[src/rtl/phy_cr_pkg.sv]
`timescale 1ns/1ps
// Shared definitions for the PHY control-register bus sequencer.
// Assumes the strobe bits sit directly above the data field of the
// control word, in the order given by the offsets below.
package phy_cr_pkg;

    // Number of strobe bits above the data field
    localparam int STROBE_N = 4;
    // Strobe offsets above the data field
    localparam int OFS_CAPA = 0;
    localparam int OFS_CAPD = 1;
    localparam int OFS_WR   = 2;
    localparam int OFS_RD   = 3;

    // Steps of one access; *_HI waits for ack high, *_LO for ack low
    typedef enum logic [2:0] {
        ST_IDLE    = 3'd0,
        ST_ADDR_HI = 3'd1,
        ST_ADDR_LO = 3'd2,
        ST_DATA_HI = 3'd3,
        ST_DATA_LO = 3'd4,
        ST_STRB_HI = 3'd5,
        ST_STRB_LO = 3'd6
    } step_e;

    // Acknowledge level a step waits for
    function automatic logic want_high(input step_e s);
        return (s == ST_ADDR_HI) || (s == ST_DATA_HI) || (s == ST_STRB_HI);
    endfunction

    // Step that follows s once its wait is satisfied
    function automatic step_e step_after(input step_e s, input logic wr_txn);
        case (s)
            ST_ADDR_HI: return ST_ADDR_LO;
            ST_ADDR_LO: return wr_txn ? ST_DATA_HI : ST_STRB_HI;
            ST_DATA_HI: return ST_DATA_LO;
            ST_DATA_LO: return ST_STRB_HI;
            ST_STRB_HI: return ST_STRB_LO;
            default:    return ST_IDLE;
        endcase
    endfunction

endpackage

[src/rtl/phy_cr_poll.sv]
`timescale 1ns/1ps
// Bounded poll counter. It counts acknowledge samples that missed the
// expected level within the current wait, and it flags the last sample
// allowed. Assumes one sample per clock and that clr is raised on every
// step change.
module phy_cr_poll #(
    parameter int POLLS = 100
) (
    input  logic clk,
    input  logic rst_n,
    input  logic clr,
    input  logic miss,
    output logic last
);
    localparam int CNT_W = (POLLS > 1) ? $clog2(POLLS) : 1;
    localparam logic [CNT_W-1:0] CNT_TOP = CNT_W'(POLLS - 1);

    logic [CNT_W-1:0] cnt;

    // Count missed samples; saturate at the last allowed one
    always_ff @(posedge clk) begin
        if (!rst_n || clr) begin
            cnt <= '0;
        end else if (miss && (cnt != CNT_TOP)) begin
            cnt <= cnt + 1'b1;
        end
    end

    assign last = (cnt == CNT_TOP);


    poll_range_chk: assert property (@(posedge clk) disable iff (!rst_n)
        cnt <= CNT_TOP);


    poll_restart_chk: assert property (@(posedge clk) disable iff (!rst_n)
        clr |=> (cnt == '0));

endmodule

[src/rtl/phy_cr_seq.sv]
`timescale 1ns/1ps
// Step sequencer. It accepts a request when idle, walks the address,
// data and strobe steps, captures read data and reports completion or
// timeout. Assumes ack and stat_data are synchronous to clk.
module phy_cr_seq
    import phy_cr_pkg::*;
#(
    parameter int DATA_W = 16
) (
    input  logic              clk,
    input  logic              rst_n,
    input  logic              req_valid,
    input  logic              req_write,
    input  logic [DATA_W-1:0] req_addr,
    input  logic [DATA_W-1:0] req_wdata,
    input  logic              ack,
    input  logic [DATA_W-1:0] stat_data,
    input  logic              poll_last,
    output logic              poll_clr,
    output logic              poll_miss,
    output step_e             step,
    output logic              wr_txn,
    output logic [DATA_W-1:0] addr_q,
    output logic [DATA_W-1:0] wdata_q,
    output logic              done,
    output logic              error,
    output logic [DATA_W-1:0] rdata
);
    logic  busy;
    logic  hit;
    step_e nxt;

    // Decode whether the current wait is satisfied this cycle
    always_comb begin
        busy = (step != ST_IDLE);
        hit  = busy && (ack == want_high(step));
        nxt  = step_after(step, wr_txn);
    end

    assign poll_clr  = !busy || hit;
    assign poll_miss = busy && !hit;

    // Step register, request latch, completion flags and read capture
    always_ff @(posedge clk) begin
        if (!rst_n) begin
            step    <= ST_IDLE;
            wr_txn  <= 1'b0;
            addr_q  <= '0;
            wdata_q <= '0;
            done    <= 1'b0;
            error   <= 1'b0;
            rdata   <= '0;
        end else begin
            done  <= 1'b0;
            error <= 1'b0;
            if (!busy) begin
                if (req_valid) begin
                    wr_txn  <= req_write;
                    addr_q  <= req_addr;
                    wdata_q <= req_wdata;
                    step    <= ST_ADDR_HI;
                end
            end else if (hit) begin
                if ((step == ST_STRB_HI) && !wr_txn) begin
                    rdata <= stat_data;
                end
                step <= nxt;
                if (nxt == ST_IDLE) begin
                    done <= 1'b1;
                end
            end else if (poll_last) begin
                step  <= ST_IDLE;
                done  <= 1'b1;
                error <= 1'b1;
            end
        end
    end


    busy_hold_chk: assert property (@(posedge clk) disable iff (!rst_n)
        busy |=> ($stable(addr_q) && $stable(wdata_q) && $stable(wr_txn)));


    done_pulse_chk: assert property (@(posedge clk) disable iff (!rst_n)
        done |=> !done);


    error_with_done_chk: assert property (@(posedge clk) disable iff (!rst_n)
        error |-> (done && (step == ST_IDLE)));


    rdata_hold_chk: assert property (@(posedge clk) disable iff (!rst_n)
        ((step != ST_STRB_HI) || wr_txn) |=> $stable(rdata));

endmodule

[src/rtl/phy_cr_drv.sv]
`timescale 1ns/1ps
// Control-word decoder. It maps the current step and the latched request
// onto the data field and the four strobes. Assumes its inputs come from
// registers, so the word changes only just after a clock edge.
module phy_cr_drv
    import phy_cr_pkg::*;
#(
    parameter int DATA_W = 16
) (
    input  step_e                      step,
    input  logic                       wr_txn,
    input  logic [DATA_W-1:0]          addr_q,
    input  logic [DATA_W-1:0]          wdata_q,
    output logic [DATA_W+STROBE_N-1:0] ctl
);
    // Build the word for each step; idle and read cleanup drive zero
    always_comb begin
        ctl = '0;
        case (step)
            ST_ADDR_HI: begin
                ctl[DATA_W-1:0]      = addr_q;
                ctl[DATA_W+OFS_CAPA] = 1'b1;
            end
            ST_ADDR_LO: ctl[DATA_W-1:0] = addr_q;
            ST_DATA_HI: begin
                ctl[DATA_W-1:0]      = wdata_q;
                ctl[DATA_W+OFS_CAPD] = 1'b1;
            end
            ST_DATA_LO: ctl[DATA_W-1:0] = wdata_q;
            ST_STRB_HI: begin
                if (wr_txn) ctl[DATA_W+OFS_WR] = 1'b1;
                else        ctl[DATA_W+OFS_RD] = 1'b1;
            end
            ST_STRB_LO: begin
                if (wr_txn) ctl[DATA_W-1:0] = wdata_q;
            end
            default: ctl = '0;
        endcase
    end

endmodule

[src/rtl/phy_cr_sequencer.sv]
`timescale 1ns/1ps
// Top of the PHY control-register bus sequencer. It joins the step
// sequencer, the bounded poll counter and the control-word decoder.
// Assumes phy_stat is synchronous to clk and reset is synchronous.
module phy_cr_sequencer
    import phy_cr_pkg::*;
#(
    parameter int DATA_W = 16,
    parameter int POLLS  = 100
) (
    input  logic                       clk,
    input  logic                       rst_n,
    input  logic                       req_valid,
    input  logic                       req_write,
    input  logic [DATA_W-1:0]          req_addr,
    input  logic [DATA_W-1:0]          req_wdata,
    output logic                       done,
    output logic                       error,
    output logic [DATA_W-1:0]          rdata,
    output logic [DATA_W+STROBE_N-1:0] phy_ctl,
    input  logic [DATA_W:0]            phy_stat
);
    localparam int CTL_W = DATA_W + STROBE_N;

    step_e             step;
    logic              wr_txn;
    logic [DATA_W-1:0] addr_q;
    logic [DATA_W-1:0] wdata_q;
    logic              poll_clr;
    logic              poll_miss;
    logic              poll_last;

    phy_cr_seq #(.DATA_W(DATA_W)) u_seq (
        .clk       (clk),
        .rst_n     (rst_n),
        .req_valid (req_valid),
        .req_write (req_write),
        .req_addr  (req_addr),
        .req_wdata (req_wdata),
        .ack       (phy_stat[DATA_W]),
        .stat_data (phy_stat[DATA_W-1:0]),
        .poll_last (poll_last),
        .poll_clr  (poll_clr),
        .poll_miss (poll_miss),
        .step      (step),
        .wr_txn    (wr_txn),
        .addr_q    (addr_q),
        .wdata_q   (wdata_q),
        .done      (done),
        .error     (error),
        .rdata     (rdata)
    );

    phy_cr_poll #(.POLLS(POLLS)) u_poll (
        .clk   (clk),
        .rst_n (rst_n),
        .clr   (poll_clr),
        .miss  (poll_miss),
        .last  (poll_last)
    );

    phy_cr_drv #(.DATA_W(DATA_W)) u_drv (
        .step    (step),
        .wr_txn  (wr_txn),
        .addr_q  (addr_q),
        .wdata_q (wdata_q),
        .ctl     (phy_ctl)
    );


    strobe_onehot_chk: assert property (@(posedge clk) disable iff (!rst_n)
        $onehot0(phy_ctl[CTL_W-1:DATA_W]));


    done_idle_word_chk: assert property (@(posedge clk) disable iff (!rst_n)
        done |-> (phy_ctl == '0));


    capa_start_chk: assert property (@(posedge clk) disable iff (!rst_n)
        $rose(phy_ctl[DATA_W+OFS_CAPA]) |-> $past(req_valid));

endmodule

[config.mk]
export PLATFORM = sky130hd
export DESIGN_NAME = phy_cr_sequencer
export DESIGN_NICKNAME = d
export VERILOG_FILES = /design/src/rtl/phy_cr_pkg.sv /design/src/rtl/phy_cr_poll.sv /design/src/rtl/phy_cr_seq.sv /design/src/rtl/phy_cr_drv.sv /design/src/rtl/phy_cr_sequencer.sv
export SDC_FILE = /design/constraint.sdc
export NUM_CORES = 1
export LEC_CHECK = 0
export ABC_AREA = 0
export ABC_CLOCK_PERIOD_IN_PS = 2700
export BUFFER_PORTS_ARGS = -buffer_cell sky130_fd_sc_hd__buf_2
export CAP_MARGIN = 30
export CORE_ASPECT_RATIO = 1.75
export CORE_UTILIZATION = 40
export CTS_BUF_LIST = sky130_fd_sc_hd__clkbuf_4 sky130_fd_sc_hd__clkbuf_8
export DETAILED_ROUTE_END_ITERATION = 10
export PLACE_DENSITY_LB_ADDON = 0.25
export RECOVER_POWER = 50
export SYNTH_ARGS = -nofsm -noshare
export SYNTH_HDL_FRONTEND = slang
export SYNTH_HIERARCHICAL = 1
export SYNTH_SLANG_ARGS = --single-unit
[constraint.sdc]
create_clock -name clk -period 2.7 [get_ports clk]
set_input_delay 0.27 -clock clk [delete_from_list [all_inputs] [get_ports clk]]
set_output_delay 0.27 -clock clk [all_outputs]
set_load 0.02 [all_outputs]
# After elaboration in Yosys (flattened, before gate mapping)
# Cells that the tools add are included.
[word_totals]
output_inout_bits = 38
in_bits = 53
register_bits = 61
elab_cells = 59
[op_classes]
n_addsub = 1
mux = 16
eq_ne = 10
bitwise_logic = 2
reduce_logical = 22
[op_table]
columns = ["op", "n"]
rows = [
  ["16-bit one-hot mux with 3 select lines", 1],
  ["16-bit two-way mux", 1],
  ["3-bit two-way mux", 5],
  ["3-bit one-hot mux with 5 select lines", 1],
  ["3-bit equality test, second input constant", 3],
  ["7-bit by 1-bit adder with 7-bit output, second input constant", 1],
  ["7-bit equality test, second input constant", 1],
  ["1-bit two-way mux", 7],
  ["7-bit != test, second input constant", 1],
  ["3-bit by 2-bit equality test with 1-bit output, second input constant", 2],
  ["2-bit AND reduction", 3],
  ["1-bit logical AND", 4],
  ["1-bit zero test", 4],
  ["1-bit logical OR", 4],
  ["2-bit OR reduction", 2],
  ["3-bit by 1-bit equality test with 1-bit output, second input constant", 1],
  ["3-bit zero test", 1],
  ["3-bit != test, second input constant", 1],
  ["3-bit AND reduction", 1],
  ["3-bit nonzero test", 1],
  ["3-bit OR reduction", 1],
  ["2-bit two-way mux", 1],
  ["1-bit NOT", 2],
  ["2-bit nonzero test", 1],
  ["1-bit equality test", 1],
]

# Longest topological paths before layout
# Gate-level depths: netlist of run 1.
[depth]
depth_word = 8
mapped_depth = 8
mapped_depth_nobuf = 7

# By module
# The synthesis of run 1 kept the hierarchy.
[by_module_without_submodules]
columns = ["mod", "area_each_um2", "n_inst", "cells_per_inst"]
rows = [
  ["phy_cr_seq", 2195.9, 1, 267],
  ["phy_cr_drv", 685.7, 1, 87],
  ["phy_cr_poll", 341.6, 1, 39],
]

# Worst setup path after synthesis of run 1
# No wires, ideal clock.
[synth_timing]
kind = "reg2reg"
startpoint = "register u_seq.step[2]"
endpoint = "register u_poll.cnt[5]"
n_path_buf = 1
synth_period_minus_slack_ns = 1.899
path_stages_with_launch = 7
setup_slack_ns = 0.801
required_ns = 2.630
t_arrival_ns = 1.829
cell_sequence = "dfxtp_1 buf_2 nor2_1 nor3_1 nand4_1 or3_1 a21oi_1"
[synth_via]
elab_chain_len = 8
[synth_rtl]
columns = ["item", "line", "rtl"]
rows = [
  ["start, declared", "phy_cr_seq.sv:21", "output step_e step,"],
  ["start signal, assigned", "phy_cr_seq.sv:67", "step <= nxt;"],
  ["3-bit by 1-bit equality test with 1-bit output / 3-bit by 2-bit equality test with 1-bit output (equally long branches)", "phy_cr_pkg.sv:28", "return (s == ST_ADDR_HI) || (s == ST_DATA_HI) || (s == ST_STRB_HI);"],
  ["1-bit logical OR (2 in series)", "phy_cr_pkg.sv:28", ""],
  ["1-bit equality test", "phy_cr_seq.sv:36", "hit = busy && (ack == want_high(step));"],
  ["1-bit logical AND", "phy_cr_seq.sv:36", ""],
  ["1-bit zero test", "phy_cr_seq.sv:41", "assign poll_miss = busy && !hit;"],
  ["1-bit logical AND (*)", "phy_cr_seq.sv:41", ""],
  ["via poll_miss", "phy_cr_sequencer.sv:30", "logic poll_miss;"],
  ["1-bit logical AND (*)", "phy_cr_poll.sv:24", "end else if (miss && (cnt != CNT_TOP)) begin"],
  ["end signal, assigned", "phy_cr_poll.sv:25", "cnt <= cnt + 1'b1;"],
  ["end, declared", "phy_cr_poll.sv:18", "logic [CNT_W-1:0] cnt;"],
]
# Mark *: on every way through the listed nets, which the timed path passes. The rest lies on a longest branch.
# A chain may end at the register's enable or synchronous reset.

# Worst setup path in the final report of run 1
[layout_timing]
startpoint = "register u_seq.step[1]"
endpoint = "output port phy_ctl[1]"
[layout_via]
elab_chain_len = 3
[layout_rtl]
columns = ["item", "line", "rtl"]
rows = [
  ["3-bit equality test, or another cell as far along", "phy_cr_drv.sv:19", "case (step)"],
  ["2-bit OR reduction (no source line)", "n/a", ""],
  ["16-bit one-hot mux with 3 select lines (*)", "phy_cr_drv.sv:19", ""],
  ["end, declared", "phy_cr_sequencer.sv:20", "output logic [DATA_W+STROBE_N-1:0] phy_ctl,"],
]
# Mark *: on every way between the ends. The rest lies on a longest branch, timed or not.

==> qor.json, run 1 <==
{
  "outcome": {"value": "finished clean"},
  "syn_area": {"value": 3223, "unit": "sq um"},
  "count_of_max_cap_constraint_violations": {"value": 0},
  "cts_clock_pin_slew_for_the_worst_setup_and_hold_paths": {"value": 0.07, "unit": "ns"},
  "worst_setup_path_startpoint": {"value": "u_seq/step[1]"},
  "dpl_hpwl": {"value": 5421, "unit": "microns"},
  "timing.critical_path.from_type": {"value": "flip-flop"},
  "first_global_vias": {"value": 2800},
  "critical_path_required": {"value": 2.43, "unit": "ns"},
  "crit_path_end_kind": {"value": "output pin"},
  "yosys_register_bits": {"value": 61},
  "timing.critical_path.arrival": {"value": 2.18, "unit": "ns"},
  "gr-usage-met3": {"value": 4.500, "unit": "%"},
  "timing.rr.start": {"value": "u_seq/step[2]"},
  "fin_util": {"value": 48.28, "unit": "%"},
  "top_level_ports": {"value": 91},
  "layout_net_count": {"value": 525},
  "synthFlopType": {"value": "dfxtp_1"},
  "timing_worst_setup_path_type": {"value": "flip-flop to output pin"},
  "post_route_cells_drive_above_1_share": {"value": 23.32, "unit": "%"},
  "remaining_max_slew_budget_at_the_tightest_pin": {"value": 54.74, "unit": "%"},
  "grt_max_degree": {"value": 34},
  "dr.first_iter.drc_count": {"value": 132},
  "groute.usage.overall": {"value": 19.25, "unit": "%"},
  "tritoncts.num_buffers": {"value": 9},
  "clock-sinks": {"value": 61},
  "dieWidth": {"value": 69.86, "unit": "microns"},
  "fmax": {"value": 407.4, "unit": "MHz"},
  "drt_first_pass_iters": {"value": 4},
  "gp_congestion": {"value": 0.8573},
  "insertedDiodeCount": {"value": 0},
  "synth-edff-count": {"value": 0},
  "max-vdd-ir-drop": {"value": 0.3004, "unit": "mV"},
  "detailroute.via_count": {"value": 2997},
  "drt_via_density": {"value": 5.295},
  "crit_path_top_delay_cell": {"value": "dfxtp_2"},
  "synth.avg_cell_area": {"value": 8.201, "unit": "sq um"},
  "power-per-cell-area": {"value": 540.1, "unit": "nW/um^2"},
  "most_area_hungry_cell_type_in_the_yosys_netlist": {"value": "dfxtp_1"},
  "worst_slew_pin_slew": {"value": 0.6790, "unit": "ns"},
  "clock_insertion_delay_worst_skew": {"value": 0.35, "unit": "ns"},
  "critPathBufInv": {"value": 1},
  "final.setup.tns": {"value": 0, "unit": "ns"},
  "yosysMostFrequentCell": {"value": "nand2_1"},
  "yosys.area.top_type_share": {"value": 37.89, "unit": "%"},
  "final.fill_count": {"value": 810},
  "synth_async_sr_flop_share": {"value": 0, "unit": "%"},
  "first_pass_grt_wire_length": {"value": 12870, "unit": "microns"},
  "timing.final.crit_period": {"value": 2.455, "unit": "ns"},
  "ctsRootBufferMaster": {"value": "clkbuf_8"},
  "hold_violation_total_from_the_final_report": {"value": 0},
  "core_area": {"value": 7855, "unit": "sq um"},
  "worst-path-max-fanout": {"value": 32},
  "synth_cells": {"value": 393},
  "die_area": {"value": 8435, "unit": "sq um"},
  "htreeDepth": {"value": 3},
  "detailed_route_wl": {"value": 7699, "unit": "microns"},
  "synthTopCellsByArea": {"value": "dfxtp_1 (38%), nand2_1 (15%), a21boi_0 (5.8%)"},
  "detail_route.drc_violations": {"value": 0},
  "antenna_found_initial": {"value": 0},
  "postCtsSetupRepairBufs": {"value": 0},
  "clock_tree.buffer_depth": {"value": 2},
  "total_leakage_power": {"value": 0.001418, "unit": "uW"},
  "met2_usage": {"value": 33.35, "unit": "%"},
  "min_period_over_period": {"value": 90.91, "unit": "%"},
  "cts.hold.buffers_added": {"value": 0},
  "cp_top_family": {"value": "simple AND/OR/NAND/NOR gates"},
  "port-buffer-count": {"value": 90},
  "std_cell_rows": {"value": 43},
  "report.final.slew_viol_count": {"value": 0},
  "critical_path.cell_chain": {"value": "nand2b_1 > nand3_1 > o221ai_1 > buf_2"},
  "finalSetupViolations": {"value": 0},
  "synthDistinctLibCells": {"value": 42},
  "ys_seq_area_share": {"value": 37.89, "unit": "%"},
  "rsz0062_at_grt": {"value": "false"},
  "grtUsageMet1": {"value": 21.89, "unit": "%"},
  "top_usage_layer": {"value": "met2"},
  "critical-path-max-stage-delay": {"value": 0.75, "unit": "ns"},
  "worstHoldStart": {"value": "req_wdata[10]"},
  "mappedNetlistNets": {"value": 447},
  "postRouteAntennaNets": {"value": 0},
  "wl_per_cell": {"value": 13.60, "unit": "microns"},
  "tritoncts": {"value": "yes"},
  "hold_path.class": {"value": "primary input to flip-flop"},
  "clock-skew-final": {"value": 0.01030, "unit": "ns"},
  "grt.overflow.total": {"value": 0},
  "ys_top_cells_by_count": {"value": "nand2_1 (126), dfxtp_1 (61), a21boi_0 (25)"},
  "die_h": {"value": 120.7, "unit": "microns"},
  "ys.warnings.count": {"value": 6},
  "initial_core_util": {"value": 41.03, "unit": "%"},
  "syn_to_final_growth": {"value": 17.66, "unit": "%"},
  "cts_resized": {"value": 0}
}
-- where the power goes --
part	total, uW	leakage (uW)	internal (uW)	switching (uW)
Clock	742	0.0000956	388	354
Combinational	313	0.000826	129	184
Sequential	992	0.000497	942	50.6
Total	2050	0.00142	1460	589
-- metal layers --
| metal | vias up | part of all wire (%) |
|---|---|---|
| met5 | - | 0 |
| met4 | 0 | 2.3 |
| met3 | 12 | 4.9 |
| met2 | 79 | 51 |
| met1 | 1398 | 42 |
| li1 | 1508 | - |
-- path summary, 6_finish.rpt --
| check | cells after the start | slack (ns) | endpoint |
|---|---|---|---|
| max | 4 | 0.25 | phy_ctl[1] |
| min | 3 | 0.15 | u_seq/wdata_q[10] |
| max reg2reg | 7 | 0.56 | u_poll/cnt[5] |
| min reg2reg | 2 | 0.45 | u_seq/rdata[12] |
-- final cells by class --
cell class | count | area, sq um | area share, %
Sequential cell | 61 | 1222 | 32.23
Tap cell | 90 | 112.6 | 2.969
Multi-Input combinational cell | 297 | 1775 | 46.82
Timing Repair Buffer | 98 | 485.5 | 12.80
Inverter | 4 | 15.01 | 0.3959
Clock inverter | 4 | 22.52 | 0.5939
Clock buffer | 12 | 158.9 | 4.190
-- registers in the layout, indices dropped and copies added, names as in the netlist --
register	flops
u_seq/addr_q	16
u_poll/cnt	7
u_seq/rdata	16
u_seq/step	3
u_seq/error	1
u_seq/done	1
u_seq/wr_txn	1
u_seq/wdata_q	16
-- logic make-up (layout without fill, tap and decap cells) --
group	count (synthesis)	after routing	synth area share, %
xor+xnor	2	2	0.5436
compound gates	90	90	22.67
simple gates	186	186	25.70
fa+ha+maj	1	1	0.3881
buf+inv	35	118	7.221
flops	61	61	37.89
mux	18	18	5.590
-- layout by cell type (no fill, tap or decap), drive strengths merged, types with 4 or more instances in the layout --
master,netlist,final
o221ai,16,16
nand3,16,16
dfxtp,61,61
nand2,127,127
o21ai,4,4
nor2b,6,6
nand2b,7,7
a21boi,49,49
mux2i,18,18
buf,26,79
clkbuf,5,31
a21oi,11,11
or3,4,4
inv,4,4
nor3,5,5
nor2,8,8
-- metrics by stage --
stage / power (uW) / cells / setup WS, ns / hold slack, ns / instance area, sq um
floorplan: 1244 / 393 / 0.8012 / 0.4048 / 3223
global placement: 1324 / 550 / 0.6113 / 0.4338 / 3636
detailed placement: 1332 / 550 / 0.5606 / 0.4416 / 3636
CTS: 2082 / 566 / 0.2070 / 0.1326 / 3817
global route: 2155 / 566 / 0.06988 / 0.1440 / 3792
finish: 2048 / 566 / 0.2453 / 0.1480 / 3792
-- worst register-to-register path: stages, from the launching register on --
cell and delay [ns]:
dfxtp_1 0.73, or2_2 0.23, a21oi_1 0.06, nor3_1 0.20, buf_4 0.17, nand4_1 0.15
or3_1 0.38, a21oi_1 0.15
(Power assumes the default switching activity.)
==> inputs of run 2 (changes only) <==
Settings changed: CORE_MARGIN set to 2.
==> qor.json, run 2 (synthesis gave the netlist of run 1 again) <==
{
  "die_h": {"value": 122.7, "unit": "microns"},
  "rrSetupSlack": {"value": 0.67, "unit": "ns"},
  "power-per-cell-area": {"value": 563.0, "unit": "nW/um^2"},
  "antenna_found_initial": {"value": 0},
  "dr.first_iter.drc_count": {"value": 121},
  "final.fill_count": {"value": 793},
  "fmax": {"value": 444.5, "unit": "MHz"},
  "worst-path-max-fanout": {"value": 16},
  "tritoncts.num_buffers": {"value": 9},
  "timing.rr.start": {"value": "u_poll/cnt[0]"},
  "outcome": {"value": "finished clean"},
  "combinational_power_share": {"value": 15.0, "unit": "%"},
  "finalSetupViolations": {"value": 0},
  "drt_via_density": {"value": 5.264},
  "std_cell_rows": {"value": 43},
  "min_period_over_period": {"value": 83.32, "unit": "%"},
  "groute.usage.overall": {"value": 18.44, "unit": "%"},
  "seqPwrFrac": {"value": 45.6, "unit": "%"},
  "design_power_total": {"value": 2157, "unit": "uW"},
  "seqCellArea": {"value": 1222, "unit": "sq um"},
  "timing.critical_path.arrival": {"value": 1.98, "unit": "ns"},
  "rsz0062_at_grt": {"value": "false"},
  "core_area": {"value": 7855, "unit": "sq um"},
  "initial_core_util": {"value": 41.03, "unit": "%"},
  "report.final.slew_viol_count": {"value": 0},
  "hold_path.class": {"value": "primary input to flip-flop"},
  "relative_contribution_of_the_clock_network_to_total_power": {"value": 39.4, "unit": "%"},
  "multiInputGateArea": {"value": 1775, "unit": "sq um"},
  "reg2reg_to": {"value": "u_seq/step[0]"},
  "timing_worst_setup_path_type": {"value": "flip-flop to output pin"},
  "final.setup.tns": {"value": 0, "unit": "ns"},
  "cp_top_family": {"value": "simple AND/OR/NAND/NOR gates"},
  "p_sw_share": {"value": 27.24, "unit": "%"},
  "detailed_route_wl": {"value": 7849, "unit": "microns"},
  "grt.overflow.total": {"value": 0},
  "crit_path_end_kind": {"value": "output pin"},
  "remaining_max_slew_budget_at_the_tightest_pin": {"value": 50.42, "unit": "%"},
  "instance_count_along_the_most_critical_hold_path": {"value": 3},
  "cts_clock_pin_slew_for_the_worst_setup_and_hold_paths": {"value": 0.07, "unit": "ns"},
  "htreeDepth": {"value": 3},
  "timing.critical_path.from_type": {"value": "flip-flop"},
  "postRouteAntennaNets": {"value": 0},
  "tritoncts": {"value": "yes"},
  "first_pass_grt_wire_length": {"value": 12850, "unit": "microns"},
  "count_of_max_cap_constraint_violations": {"value": 0},
  "worst_setup_path_startpoint": {"value": "u_seq/wr_txn"},
  "final_cell_mix": {"value": "nand2_1 (126), buf_2 (71), dfxtp_1 (60)"},
  "grt_max_degree": {"value": 37},
  "detailroute.via_count": {"value": 2990},
  "timing.final.crit_period": {"value": 2.250, "unit": "ns"},
  "crit_path_top_delay_cell": {"value": "nand2b_1"},
  "reg.largest.list": {"value": "u_seq/addr_q x16, u_seq/rdata x16, u_seq/wdata_q x16"},
  "critPathBufInv": {"value": 1},
  "dieWidth": {"value": 71.86, "unit": "microns"},
  "top_level_ports": {"value": 91},
  "post_route_cells_drive_above_1_share": {"value": 23.22, "unit": "%"},
  "clock-sinks": {"value": 61},
  "syn_to_final_growth": {"value": 18.87, "unit": "%"},
  "max-vdd-ir-drop": {"value": 0.3954, "unit": "mV"},
  "hold_violation_total_from_the_final_report": {"value": 0},
  "wl_per_cell": {"value": 13.82, "unit": "microns"},
  "cts.hold.buffers_added": {"value": 0},
  "critical_path_required": {"value": 2.43, "unit": "ns"},
  "whs_endpoint": {"value": "u_seq/rdata[11]"},
  "dpl_hpwl": {"value": 5501, "unit": "microns"},
  "cts_resized": {"value": 0},
  "worstHoldStart": {"value": "phy_stat[11]"},
  "clock_tree.buffer_depth": {"value": 2},
  "die_area": {"value": 8820, "unit": "sq um"},
  "total_leakage_power": {"value": 0.001439, "unit": "uW"},
  "critical-path-max-stage-delay": {"value": 0.64, "unit": "ns"},
  "gp_congestion": {"value": 0.8875},
  "postCtsSetupRepairBufs": {"value": 0},
  "first_global_vias": {"value": 2839},
  "worst_slew_pin_slew": {"value": 0.7437, "unit": "ns"},
  "critical_path.cell_chain": {"value": "nand2b_1 > nand3_1 > o221ai_1 > buf_2"},
  "ff2ff_path_depth": {"value": 7},
  "layout_net_count": {"value": 527},
  "clock-skew-final": {"value": 0.005802, "unit": "ns"},
  "layout_commonest_cell": {"value": "nand2_1"},
  "detail_route.drc_violations": {"value": 0},
  "insertedDiodeCount": {"value": 0},
  "clock_insertion_delay_worst_skew": {"value": 0.34, "unit": "ns"},
  "ctsRootBufferMaster": {"value": "clkbuf_8"},
  "drt_first_pass_iters": {"value": 4},
  "port-buffer-count": {"value": 90},
  "switchingPower": {"value": 587.6, "unit": "uW"},
  "p_int": {"value": 1569, "unit": "uW"}
}
-- run 2: cell count changes in the layout (fill, tap and decap cells not counted), sizes merged --
cell      change
bufinv        +1
clkbuf        +2
clkinvlp      -1
-- run 2: cell type report --
cell class                      instances  share of cell area, %
Multi-Input combinational cell        297                  46.34
Sequential cell                        61                  31.91
Timing Repair Buffer                  100                  12.93
Clock buffer                           12                  4.311
Tap cell                               90                  2.939
Clock inverter                          4                  1.176
Inverter                                4                 0.3919
-- run 2: worst min-delay path: cells and delay by family --
kind,cells,cell delay (ns)
buf+inv,1,0.10
compound gates,1,0.05
simple gates,1,0.04
-- run 2: power groups by stage --
stage | combinational [uW] | clock (uW) | sequential, uW
2_1_floorplan | 256 | 0 | 988
3_3_place_gp | 326 | 0 | 1000
3_5_place_dp | 329 | 0 | 1000
4_1_cts | 330 | 867 | 984
5_1_grt | 359 | 911 | 991
6_report | 323 | 849 | 984
-- run 2: how the worst max path moves through the flow --
stage	end	slack (ns)	cells past startpoint
2_1_floorplan	u_poll/cnt[5]	0.80	6
3_3_place_gp	u_seq/step[0]	0.77	7
3_5_place_dp	u_seq/step[0]	0.68	7
4_1_cts	phy_ctl[14]	0.46	4
5_1_grt	phy_ctl[15]	0.34	4
6_report	phy_ctl[2]	0.45	4
-- run 2: through the flow --
step	hold slack (ns)	instances	setup WS [ns]	area [sq um]	util [%]
floorplan	0.4048	393	0.8012	3223	-
detailed placement	0.4449	552	0.6788	3651	46.48
global placement	0.4344	552	0.7705	3651	46.48
global route	0.1523	568	0.3406	3831	48.77
finish	0.1664	568	0.4503	3831	48.77
CTS	0.1559	568	0.4588	3861	49.16
-- run 2: per-layer routing --
layer  track usage, %  wire (microns)
met1            21.39            3296
met2            31.71            4001
met3            4.762             421
met4            7.783             129
met5                0               0
==> inputs of run 3 (changes only) <==
Settings changed: ABC_CLOCK_PERIOD_IN_PS 2700 to 2300.
Clock period 2.7 ns to 2.3 ns, I/O delays scaled along.
==> qor.json, run 3 (synthesis gave the netlist of run 1 again) <==
{
  "timing_worst_setup_path_type": {"value": "flip-flop to output pin"},
  "fmax": {"value": 466.5, "unit": "MHz"},
  "first_global_vias": {"value": 2832},
  "gp_congestion": {"value": 0.8451},
  "clock_insertion_delay_worst_skew": {"value": 0.34, "unit": "ns"},
  "timing.final.crit_period": {"value": 2.144, "unit": "ns"},
  "max-vdd-ir-drop": {"value": 0.4328, "unit": "mV"},
  "final.setup.tns": {"value": 0, "unit": "ns"},
  "wl_per_cell": {"value": 13.61, "unit": "microns"},
  "worst-path-max-fanout": {"value": 16},
  "dieWidth": {"value": 71.86, "unit": "microns"},
  "postCtsSetupRepairBufs": {"value": 0},
  "clock-skew-final": {"value": 0.007291, "unit": "ns"},
  "hold_violation_total_from_the_final_report": {"value": 0},
  "first_pass_grt_wire_length": {"value": 12910, "unit": "microns"},
  "count_of_max_cap_constraint_violations": {"value": 0},
  "post_route_cells_drive_above_1_share": {"value": 23.91, "unit": "%"},
  "die_area": {"value": 8820, "unit": "sq um"},
  "detail_route.drc_violations": {"value": 0},
  "clock-sinks": {"value": 61},
  "timing.critical_path.from_type": {"value": "flip-flop"},
  "layout_net_count": {"value": 530},
  "postLayoutSetupSlackWorst": {"value": 0.1562, "unit": "ns"},
  "timing.critical_path.arrival": {"value": 1.91, "unit": "ns"},
  "rsz0062_at_grt": {"value": "false"},
  "port-buffer-count": {"value": 90},
  "outcome": {"value": "finished clean"},
  "layout_commonest_cell": {"value": "nand2_1"},
  "finalSetupViolations": {"value": 0},
  "crit_path_top_delay_cell": {"value": "nand2b_1"},
  "insertedDiodeCount": {"value": 0},
  "crit_path_end_kind": {"value": "output pin"},
  "final_area": {"value": 3860, "unit": "sq um"},
  "critical-path-max-stage-delay": {"value": 0.61, "unit": "ns"},
  "grt.overflow.total": {"value": 0},
  "tritoncts.num_buffers": {"value": 9},
  "power-per-cell-area": {"value": 661.9, "unit": "nW/um^2"},
  "ctsRootBufferMaster": {"value": "clkbuf_8"},
  "cts_clock_pin_slew_for_the_worst_setup_and_hold_paths": {"value": 0.07, "unit": "ns"},
  "fin_util": {"value": 49.14, "unit": "%"},
  "remaining_max_slew_budget_at_the_tightest_pin": {"value": 53.30, "unit": "%"},
  "cts.hold.buffers_added": {"value": 0},
  "groute.usage.overall": {"value": 18.54, "unit": "%"},
  "min_period_over_period": {"value": 93.21, "unit": "%"},
  "htreeDepth": {"value": 3},
  "critical_path_required": {"value": 2.07, "unit": "ns"},
  "clock_tree.buffer_depth": {"value": 2},
  "critical_path.cell_chain": {"value": "nand2b_1 > nand3_1 > o221ai_2 > buf_2"},
  "top_level_ports": {"value": 91},
  "core_area": {"value": 7855, "unit": "sq um"},
  "place_worst_setup_slack": {"value": 0.3193, "unit": "ns"},
  "grt_max_degree": {"value": 34},
  "reg.largest.list": {"value": "u_seq/addr_q x16, u_seq/rdata x16, u_seq/wdata_q x16"},
  "dr.first_iter.drc_count": {"value": 168},
  "total_leakage_power": {"value": 0.001455, "unit": "uW"},
  "initial_core_util": {"value": 41.03, "unit": "%"},
  "syn_to_final_growth": {"value": 19.76, "unit": "%"},
  "dpl_cell_area": {"value": 3674, "unit": "sq um"},
  "antenna_found_initial": {"value": 0},
  "report.final.slew_viol_count": {"value": 0},
  "die_h": {"value": 122.7, "unit": "microns"},
  "worstHoldStart": {"value": "phy_stat[14]"},
  "cts_resized": {"value": 0},
  "std_cell_rows": {"value": 43},
  "tritoncts": {"value": "yes"},
  "drt_first_pass_iters": {"value": 4},
  "detailroute.via_count": {"value": 2994},
  "timing.rr.start": {"value": "u_poll/cnt[0]"},
  "dpl_hpwl": {"value": 5483, "unit": "microns"},
  "worst_slew_pin_slew": {"value": 0.7005, "unit": "ns"},
  "hold_path.class": {"value": "primary input to flip-flop"},
  "drt_via_density": {"value": 5.243},
  "worst_setup_path_startpoint": {"value": "u_seq/wr_txn"},
  "postRouteAntennaNets": {"value": 0},
  "final_cell_mix": {"value": "nand2_1 (126), buf_2 (72), dfxtp_1 (60)"},
  "detailed_route_wl": {"value": 7772, "unit": "microns"}
}
==> run 3: final cells by class <==
type | instances | area (sq um)
inverters | 4 | 15.01
flip-flops and latches | 61 | 1222
fillers | 791 | 3995
repair buffers | 103 | 519.2
clock inverters | 3 | 42.54
well taps | 90 | 112.6
clock buffers | 13 | 172.7
multi-input cells | 297 | 1775
==> run 3: layer usage <==
layer	global-route usage, %	vias to the layer above	routed length (microns)
met5	0	-	0
met4	8.962	0	191
met3	4.433	19	418
met2	32.06	79	3909
met1	21.07	1378	3252
li1	-	1518	-
==> run 3: critical path: cells and delay by family, from the launching register on <==
family | cells | cell delay, ns
compound gates | 1 | 0.10
flops | 1 | 0.50
buf+inv | 1 | 0.19
simple gates | 2 | 0.79
==> run 3: power by group <==
group / internal, uW / switching (uW) / total, uW
clock network: 600 / 415 / 1010
registers: 1110 / 46.8 / 1150
logic: 158 / 229 / 387
==> run 3: final timing paths <==
kind / end / slack [ns] / cells past startpoint
worst min-delay path: u_seq/rdata[14] / 0.13 / 3
worst min register to register: u_seq/rdata[10] / 0.45 / 2
worst max register to register: u_seq/step[0] / 0.29 / 7
worst max-delay path: phy_ctl[9] / 0.16 / 4
==> run 3: through the flow <==
step | power (uW) | hold WS [ns] | std cells
6_report | 2555 | 0.1259 | 571
5_1_grt | 2678 | 0.1115 | 571
4_1_cts | 2588 | 0.1079 | 571
3_5_place_dp | 1572 | 0.4408 | 555
3_3_place_gp | 1562 | 0.4342 | 555
2_1_floorplan | 1460 | 0.3648 | 393
